===== src/rtl/i2c_tmr_pkg.sv =====
package i2c_tmr_pkg;

  typedef enum logic [1:0] {
    REQ_START   = 2'd0,
    REQ_RESTART = 2'd1,
    REQ_BIT     = 2'd2,
    REQ_STOP    = 2'd3
  } req_kind_e;

  typedef enum logic [3:0] {
    PH_IDLE       = 4'd0,
    PH_HELD       = 4'd1,
    PH_START_HOLD = 4'd2,
    PH_BIT_LOW    = 4'd3,
    PH_BIT_HIGH   = 4'd4,
    PH_RS_RELEASE = 4'd5,
    PH_RS_SETUP   = 4'd6,
    PH_STOP_LOW   = 4'd7,
    PH_STOP_SETUP = 4'd8
  } phase_e;

  // Interval length in cycles: a zero count still lasts one cycle.
  function automatic int unsigned seg_len(input int unsigned cnt);
    return (cnt == 0) ? 1 : cnt;
  endfunction

  // Value loaded into the down counter at the start of an interval.
  function automatic int unsigned seg_last(input int unsigned cnt);
    return seg_len(cnt) - 1;
  endfunction

  // Counter value in the high-period cycle floor(len/2).
  function automatic int unsigned mid_remaining(input int unsigned hi_cnt);
    int unsigned len;
    len = seg_len(hi_cnt);
    return (len - 1) - (len / 2);
  endfunction

  function automatic logic clk_is_halted(input int unsigned hi_cnt,
                                         input int unsigned lo_cnt);
    return (hi_cnt == 0) || (lo_cnt == 0);
  endfunction

endpackage


===== src/rtl/i2c_tmr_counter.sv =====
module i2c_tmr_counter #(
  parameter int TMR_W = 8
) (
  input  logic             clk,
  input  logic             rst_n,
  input  logic             load,
  input  logic [TMR_W-1:0] load_last,
  input  logic             halt,
  output logic [TMR_W-1:0] tmr,
  output logic             expire
);

  always_ff @(posedge clk or negedge rst_n) begin
    if (!rst_n) begin
      tmr <= '0;
    end else if (load) begin
      tmr <= load_last;
    end else if (!halt && (tmr != '0)) begin
      tmr <= tmr - 1'b1;
    end
  end

  assign expire = (tmr == '0) && !halt;

endmodule


===== src/rtl/i2c_tmr_sequencer.sv =====
module i2c_tmr_sequencer
  import i2c_tmr_pkg::*;
#(
  parameter int CNT_W  = 7,
  parameter int HOLD_W = 8,
  parameter int TMR_W  = 8
) (
  input  logic              clk,
  input  logic              rst_n,
  input  logic              req_valid,
  input  req_kind_e         req_kind,
  input  logic              req_bit,
  input  logic [CNT_W-1:0]  cfg_scl_high,
  input  logic [CNT_W-1:0]  cfg_scl_low,
  input  logic [HOLD_W-1:0] cfg_start_hold,
  input  logic [HOLD_W-1:0] cfg_rs_setup,
  input  logic [HOLD_W-1:0] cfg_stop_setup,
  input  logic              expire,
  output phase_e            phase,
  output logic              load,
  output logic [TMR_W-1:0]  load_last,
  output logic              bit_q,
  output logic              rest_sda_low,
  output logic              done
);

  phase_e nxt;
  logic   fin;
  logic   accept;

  assign accept = req_valid && ((phase == PH_IDLE) || (phase == PH_HELD));

  always_comb begin
    nxt  = phase;
    load = 1'b0;
    fin  = 1'b0;
    unique case (phase)
      PH_IDLE, PH_HELD: begin
        if (accept) begin
          load = 1'b1;
          unique case (req_kind)
            REQ_START:   nxt = PH_START_HOLD;
            REQ_RESTART: nxt = PH_RS_RELEASE;
            REQ_BIT:     nxt = PH_BIT_LOW;
            default:     nxt = PH_STOP_LOW;
          endcase
        end
      end
      PH_START_HOLD: if (expire) begin nxt = PH_HELD; fin = 1'b1; end
      PH_BIT_LOW:    if (expire) begin nxt = PH_BIT_HIGH; load = 1'b1; end
      PH_BIT_HIGH:   if (expire) begin nxt = PH_HELD; fin = 1'b1; end
      PH_RS_RELEASE: if (expire) begin nxt = PH_RS_SETUP; load = 1'b1; end
      PH_RS_SETUP:   if (expire) begin nxt = PH_START_HOLD; load = 1'b1; end
      PH_STOP_LOW:   if (expire) begin nxt = PH_STOP_SETUP; load = 1'b1; end
      PH_STOP_SETUP: if (expire) begin nxt = PH_IDLE; fin = 1'b1; end
      default:       nxt = PH_IDLE;
    endcase
  end

  // Interval length for the phase being entered.
  always_comb begin
    unique case (nxt)
      PH_START_HOLD: load_last = TMR_W'(seg_last(int'(cfg_start_hold)));
      PH_BIT_HIGH:   load_last = TMR_W'(seg_last(int'(cfg_scl_high)));
      PH_RS_SETUP:   load_last = TMR_W'(seg_last(int'(cfg_rs_setup)));
      PH_STOP_SETUP: load_last = TMR_W'(seg_last(int'(cfg_stop_setup)));
      PH_BIT_LOW, PH_RS_RELEASE, PH_STOP_LOW:
                     load_last = TMR_W'(seg_last(int'(cfg_scl_low)));
      default:       load_last = '0;
    endcase
  end

  always_ff @(posedge clk or negedge rst_n) begin
    if (!rst_n) begin
      phase        <= PH_IDLE;
      bit_q        <= 1'b1;
      rest_sda_low <= 1'b0;
      done         <= 1'b0;
    end else begin
      phase <= nxt;
      done  <= fin;
      if (accept && (req_kind == REQ_BIT)) bit_q <= req_bit;
      if (fin && (phase == PH_START_HOLD)) rest_sda_low <= 1'b1;
      if (fin && (phase == PH_BIT_HIGH))   rest_sda_low <= !bit_q;
    end
  end

endmodule


===== src/rtl/i2c_tmr_line_drv.sv =====
module i2c_tmr_line_drv
  import i2c_tmr_pkg::*;
#(
  parameter int CNT_W = 7,
  parameter int TMR_W = 8
) (
  input  phase_e           phase,
  input  logic             bit_q,
  input  logic             rest_sda_low,
  input  logic [TMR_W-1:0] tmr,
  input  logic [CNT_W-1:0] cfg_scl_high,
  input  logic             halt,
  output logic             scl_low,
  output logic             sda_low,
  output logic             sample
);

  logic [TMR_W-1:0] mid_val;
  assign mid_val = TMR_W'(mid_remaining(int'(cfg_scl_high)));

  always_comb begin
    unique case (phase)
      PH_HELD, PH_BIT_LOW, PH_RS_RELEASE, PH_STOP_LOW: scl_low = 1'b1;
      default:                                         scl_low = 1'b0;
    endcase
    unique case (phase)
      PH_HELD:                     sda_low = rest_sda_low;
      PH_START_HOLD:               sda_low = 1'b1;
      PH_BIT_LOW, PH_BIT_HIGH:     sda_low = !bit_q;
      PH_STOP_LOW, PH_STOP_SETUP:  sda_low = 1'b1;
      default:                     sda_low = 1'b0;
    endcase
  end

  // Gated by halt so a frozen counter cannot repeat the strobe.
  assign sample = (phase == PH_BIT_HIGH) && (tmr == mid_val) && !halt;

endmodule


===== src/rtl/i2c_bus_timer.sv =====
module i2c_bus_timer
  import i2c_tmr_pkg::*;
#(
  parameter int CNT_W  = 7,
  parameter int HOLD_W = 8
) (
  input  logic              clk,
  input  logic              rst_n,
  input  logic [CNT_W-1:0]  cfg_scl_high,
  input  logic [CNT_W-1:0]  cfg_scl_low,
  input  logic [HOLD_W-1:0] cfg_start_hold,
  input  logic [HOLD_W-1:0] cfg_rs_setup,
  input  logic [HOLD_W-1:0] cfg_stop_setup,
  input  logic              req_valid,
  input  logic [1:0]        req_kind,
  input  logic              req_bit,
  output logic              scl_drive_low,
  output logic              sda_drive_low,
  output logic              sda_sample,
  output logic              done,
  output logic              busy
);

  localparam int TMR_W = (HOLD_W > CNT_W) ? HOLD_W : CNT_W;

  phase_e           phase;
  logic             load;
  logic [TMR_W-1:0] load_last;
  logic [TMR_W-1:0] tmr;
  logic             expire;
  logic             bit_q;
  logic             rest_sda_low;
  logic             clk_halt;

  assign clk_halt = clk_is_halted(int'(cfg_scl_high), int'(cfg_scl_low));
  assign busy     = !((phase == PH_IDLE) || (phase == PH_HELD));

  i2c_tmr_counter #(.TMR_W(TMR_W)) u_cnt (
    .clk       (clk),
    .rst_n     (rst_n),
    .load      (load),
    .load_last (load_last),
    .halt      (clk_halt),
    .tmr       (tmr),
    .expire    (expire)
  );

  i2c_tmr_sequencer #(.CNT_W(CNT_W), .HOLD_W(HOLD_W), .TMR_W(TMR_W)) u_seq (
    .clk            (clk),
    .rst_n          (rst_n),
    .req_valid      (req_valid),
    .req_kind       (req_kind_e'(req_kind)),
    .req_bit        (req_bit),
    .cfg_scl_high   (cfg_scl_high),
    .cfg_scl_low    (cfg_scl_low),
    .cfg_start_hold (cfg_start_hold),
    .cfg_rs_setup   (cfg_rs_setup),
    .cfg_stop_setup (cfg_stop_setup),
    .expire         (expire),
    .phase          (phase),
    .load           (load),
    .load_last      (load_last),
    .bit_q          (bit_q),
    .rest_sda_low   (rest_sda_low),
    .done           (done)
  );

  i2c_tmr_line_drv #(.CNT_W(CNT_W), .TMR_W(TMR_W)) u_drv (
    .phase        (phase),
    .bit_q        (bit_q),
    .rest_sda_low (rest_sda_low),
    .tmr          (tmr),
    .cfg_scl_high (cfg_scl_high),
    .halt         (clk_halt),
    .scl_low      (scl_drive_low),
    .sda_low      (sda_drive_low),
    .sample       (sda_sample)
  );

endmodule


===== config.mk =====
export PLATFORM = sky130hd
export DESIGN_NAME = i2c_bus_timer
export DESIGN_NICKNAME = d
export VERILOG_FILES = /design/src/rtl/i2c_tmr_pkg.sv /design/src/rtl/i2c_tmr_counter.sv /design/src/rtl/i2c_tmr_sequencer.sv /design/src/rtl/i2c_tmr_line_drv.sv /design/src/rtl/i2c_bus_timer.sv
export SDC_FILE = /design/constraint.sdc
export NUM_CORES = 1
export LEC_CHECK = 0
export CORE_UTILIZATION = 62
export CTS_CLUSTER_SIZE = 25
export DETAILED_ROUTE_END_ITERATION = 8
export DONT_BUFFER_PORTS = 1
export PLACE_DENSITY = 0.75
export SETUP_SLACK_MARGIN = 0.3
export SKIP_LAST_GASP = 1
export SYNTH_ARGS = -nofsm -noshare
export SYNTH_HDL_FRONTEND = slang
export SYNTH_SLANG_ARGS = --single-unit

===== constraint.sdc =====
create_clock -name clk -period 4.3 [get_ports clk]
set_input_delay 0.43 -clock clk [delete_from_list [all_inputs] [get_ports clk]]
set_output_delay 0.43 -clock clk [all_outputs]
set_load 0.02 [all_outputs]

==> results by group <==
Synthesis
  – Synthesis Warnings: 0
  – Mapped Cells: 283
  – Main synth FF type: dfrtp_1
  – Sequential area share after synthesis: 0.1721
  – Post-synth top cells: 27 x nor2_1, 24 x inv_1, 19 x xnor2_1
  – Area leader, netlist: dfrtp_1
  – Post-synthesis cell area: 2188 um^2
  – Flops & latches, synth: 15
  – Fraction of registers with async set or reset after synthesis: 1.000
  – Netlist cell types: 68
  – Net Count, Synth: 338
  – Share of the synthesized area in the top cell type: 0.1601
  – Mean Syn Cell Area: 7.733 um^2
  – Area contributors post-synth: dfrtp_1 16%, xnor2_1 7.6%, ha_1 5.7%, nor2_1 4.6%, a21oi_1 4.1%
  – Most common cell in the netlist: nor2_1
  – Number of enable flip-flop cells after synthesis: 0

Clocking
  – Max clock buf depth: 2
  – Root Buffer: clkbuf_4
  – Total CTS buffers: 3
  – Clock Latency Late Sink: 300 ps
  – TritonCTS Sinks: 15
  – Clock transition at path regs: 90 ps
  – CTS H-tree depth: 1
  – CTS tree: done

Route
  – Met1 WL: 2.694 mm
  – DRT Wirelength: 5.497 mm
  – DRC viols: 0
  – Initial DRC Count: 160
  – Met2 wire len: 2.480 mm
  – Routed wire per std cell: 16.86 um
  – DR vias/cell: 6.445
  – Pre-antenna DRT Iters: 7
  – Routed Antenna Nets: 0
  – Met3 WL post-DR: 290 um
  – Top routing layer used: met4
  – Routed via count: 2101

STA
  – Slew headroom: 0.5067
  – RSZ-0062 raised after global routing: no
  – Setup ws final: 486.1 ps
  – Setup TNS: 0 ps
  – Post-route clock period utilization: 0.8870
  – Max Clk Rate: 262.2 MHz
  – Final Max Slew Viols: 0
  – Hold slack: 296.6 ps
  – Final hold vios: 0
  – Worst Tran Pin Value: 737.5 ps
  – Final min period: 3814 ps
  – Final setup viols: 0
  – Final clock skew: 18.45 ps

Critical path
  – Required time of the critical path: 3870 ps
  – RR Endpoint: u_cnt.tmr[2]
  – Worst r2r src: u_cnt.tmr[5]
  – Crit path buf inv count: 2
  – WP data arrival: 3380 ps
  – Crit Path Max Fanout: 3
  – Reg2reg setup slack: 510 ps
  – Max incr delay on CP: 540 ps
  – Slowest cell on crit path: or4_4
  – CP Capture Type: primary output
  – R2R cell count: 11
  – Top Family by Delay on Critical Path: compound AO/OA/AOI/OAI gates
  – CP Cell Sequence: or4_4 > nor4_4 > or2_4 > inv_1 > ha_4 > inv_1 > ha_1 > a21o_1 > a21o_1 > a21oi_2 > o21bai_2 > xor2_1 > a21oi_2 > nor2_1 > o311a_4
  – Worst setup SP type: input pin
  – Critical path class: in -> out

Placed design
  – Hpwl dp: 4.358 mm
  – Cell Area, Placed: 2207 um^2
  – Dpl cells: 319
  – Final Wtd Congestion: 0.8388
  – Count of input and output buffers: 0
  – Place WS: 54.93 ps

Final layout
  – Nets: 336
  – Post-Layout Cell Count: 326
  – Synth-to-layout area growth: 4.974%
  – Final core occ: 0.6830
  – Share of cells above drive strength 1: 0.1429
  – ANT cells: 0
  – Count of fill cells added during filler insertion: 324
  – Fin area: 2297 um^2

GRT
  – First-pass GRT wire length: 8.411 mm
  – Largest net degree at the start of global routing: 21
  – Total GRT Usage: 0.3053
  – Initial antenna violation count: 0
  – GR Overflow Total: 0
  – Vias in the first global route: 1786

Pwr
  – Peak supply drop: 0.3039 mV
  – Pwr Total: 1.069 mW
  – P_leak: 0.9718 nW
  – Pwr/cell area: 465.2 nW/um^2

Die
  – Die Span Y: 61.41 um
  – Core Area: 3363 um^2
  – Starting density of the core: 0.6507
  – Die ar.: 3771 um^2
  – Row cnt: 21
  – Die Width: 61.41 um
  – Io pins: 49

Hold path
  – Worst hold endpoint: u_seq.bit_q
  – Hold Path Depth: 1
  – Min-delay src: req_bit
  – Hold WC Path Type: in -> reg

Flow run
  – Max-Cap Viols: 0

Outcome
  – Outcome: finished clean
[placed cells by master (no fill, tap or decap), types with 3 or more instances in the layout]
cell      Yosys  routed
a22o_1        3       3
xnor2_1      19      19
nor3_1       16      16
a211oi_1      5       5
a21oi_1      18      16
nor2b_1       3       3
clkbuf_4      0       3
nor4_1        3       3
inv_1        24      24
a31oi_1       8       8
or2_2         4       3
o32ai_1       4       4
ha_1         10       9
xor2_1        7       7
buf_4         2       6
or4_1         3       3
a21o_1        7       7
dfrtp_1      14      14
o21ai_0       6       6
nor2_1       27      27
nand4_1       5       5
nand2_1      16      16
nand3_1       8       8
o211ai_1      3       3
or3_1         3       3
[state kept, by name (all words and copies together), names as in the netlist]
register / cells
u_seq.bit_q: 1
u_seq.done: 1
u_cnt.tmr: 8
u_seq.phase: 4
u_seq.rest_sda_low: 1
[cell type report]
| class | instances | area [um^2] | share of cell area |
|---|---|---|---|
| repair buffers | 7 | 55.05 | 0.02397 |
| inverters | 26 | 97.59 | 0.04248 |
| flip-flops and latches | 15 | 376.6 | 0.1639 |
| multi-input cells | 228 | 1683 | 0.7326 |
| clock buffers | 3 | 22.52 | 0.009804 |
| well taps | 46 | 57.56 | 0.02505 |
| clock inverters | 1 | 5.005 | 0.002179 |
[power by group]
| group | leakage [nW] | switching [mW] | internal [mW] |
|---|---|---|---|
| clock network | 0.0177 | 0.0500 | 0.0346 |
| logic | 0.781 | 0.393 | 0.320 |
| registers | 0.173 | 0.0846 | 0.186 |
[cells by family after synthesis]
kind of cell    Yosys count  synth area share
compound gates           81            0.2733
xor+xnor                 26            0.1041
fa+ha+maj                12           0.07147
buf+inv                  40           0.07604
flops                    15            0.1721
mux                       3           0.01658
simple gates            106            0.2865
[timing repair]
item                       in CTS  in global routing
setup endpoints to repair       1                  1
pin swaps                       3                  4
hold endpoints to repair       15                  0
hold buffers                    1                  0
setup buffers                   1                  1
resized for setup               3                  3
[worst max path at each step]
stage / start / end / cells past startpoint
floorplan: cfg_scl_high[4] / sda_sample / 15
global placement: cfg_scl_high[4] / sda_sample / 15
detailed placement: cfg_scl_high[4] / sda_sample / 15
CTS: cfg_scl_high[4] / sda_sample / 15
global route: cfg_scl_high[4] / sda_sample / 15
finish: cfg_scl_high[4] / sda_sample / 15
[per-layer routing]
metal / track usage / vias to the layer above
li1: - / 1045
met1: 0.4619 / 983
met2: 0.4705 / 69
met3: 0.01891 / 4
met4: 0.08254 / 0
met5: 0 / -
No activity file was read; power rests on OpenSTA's default activity.
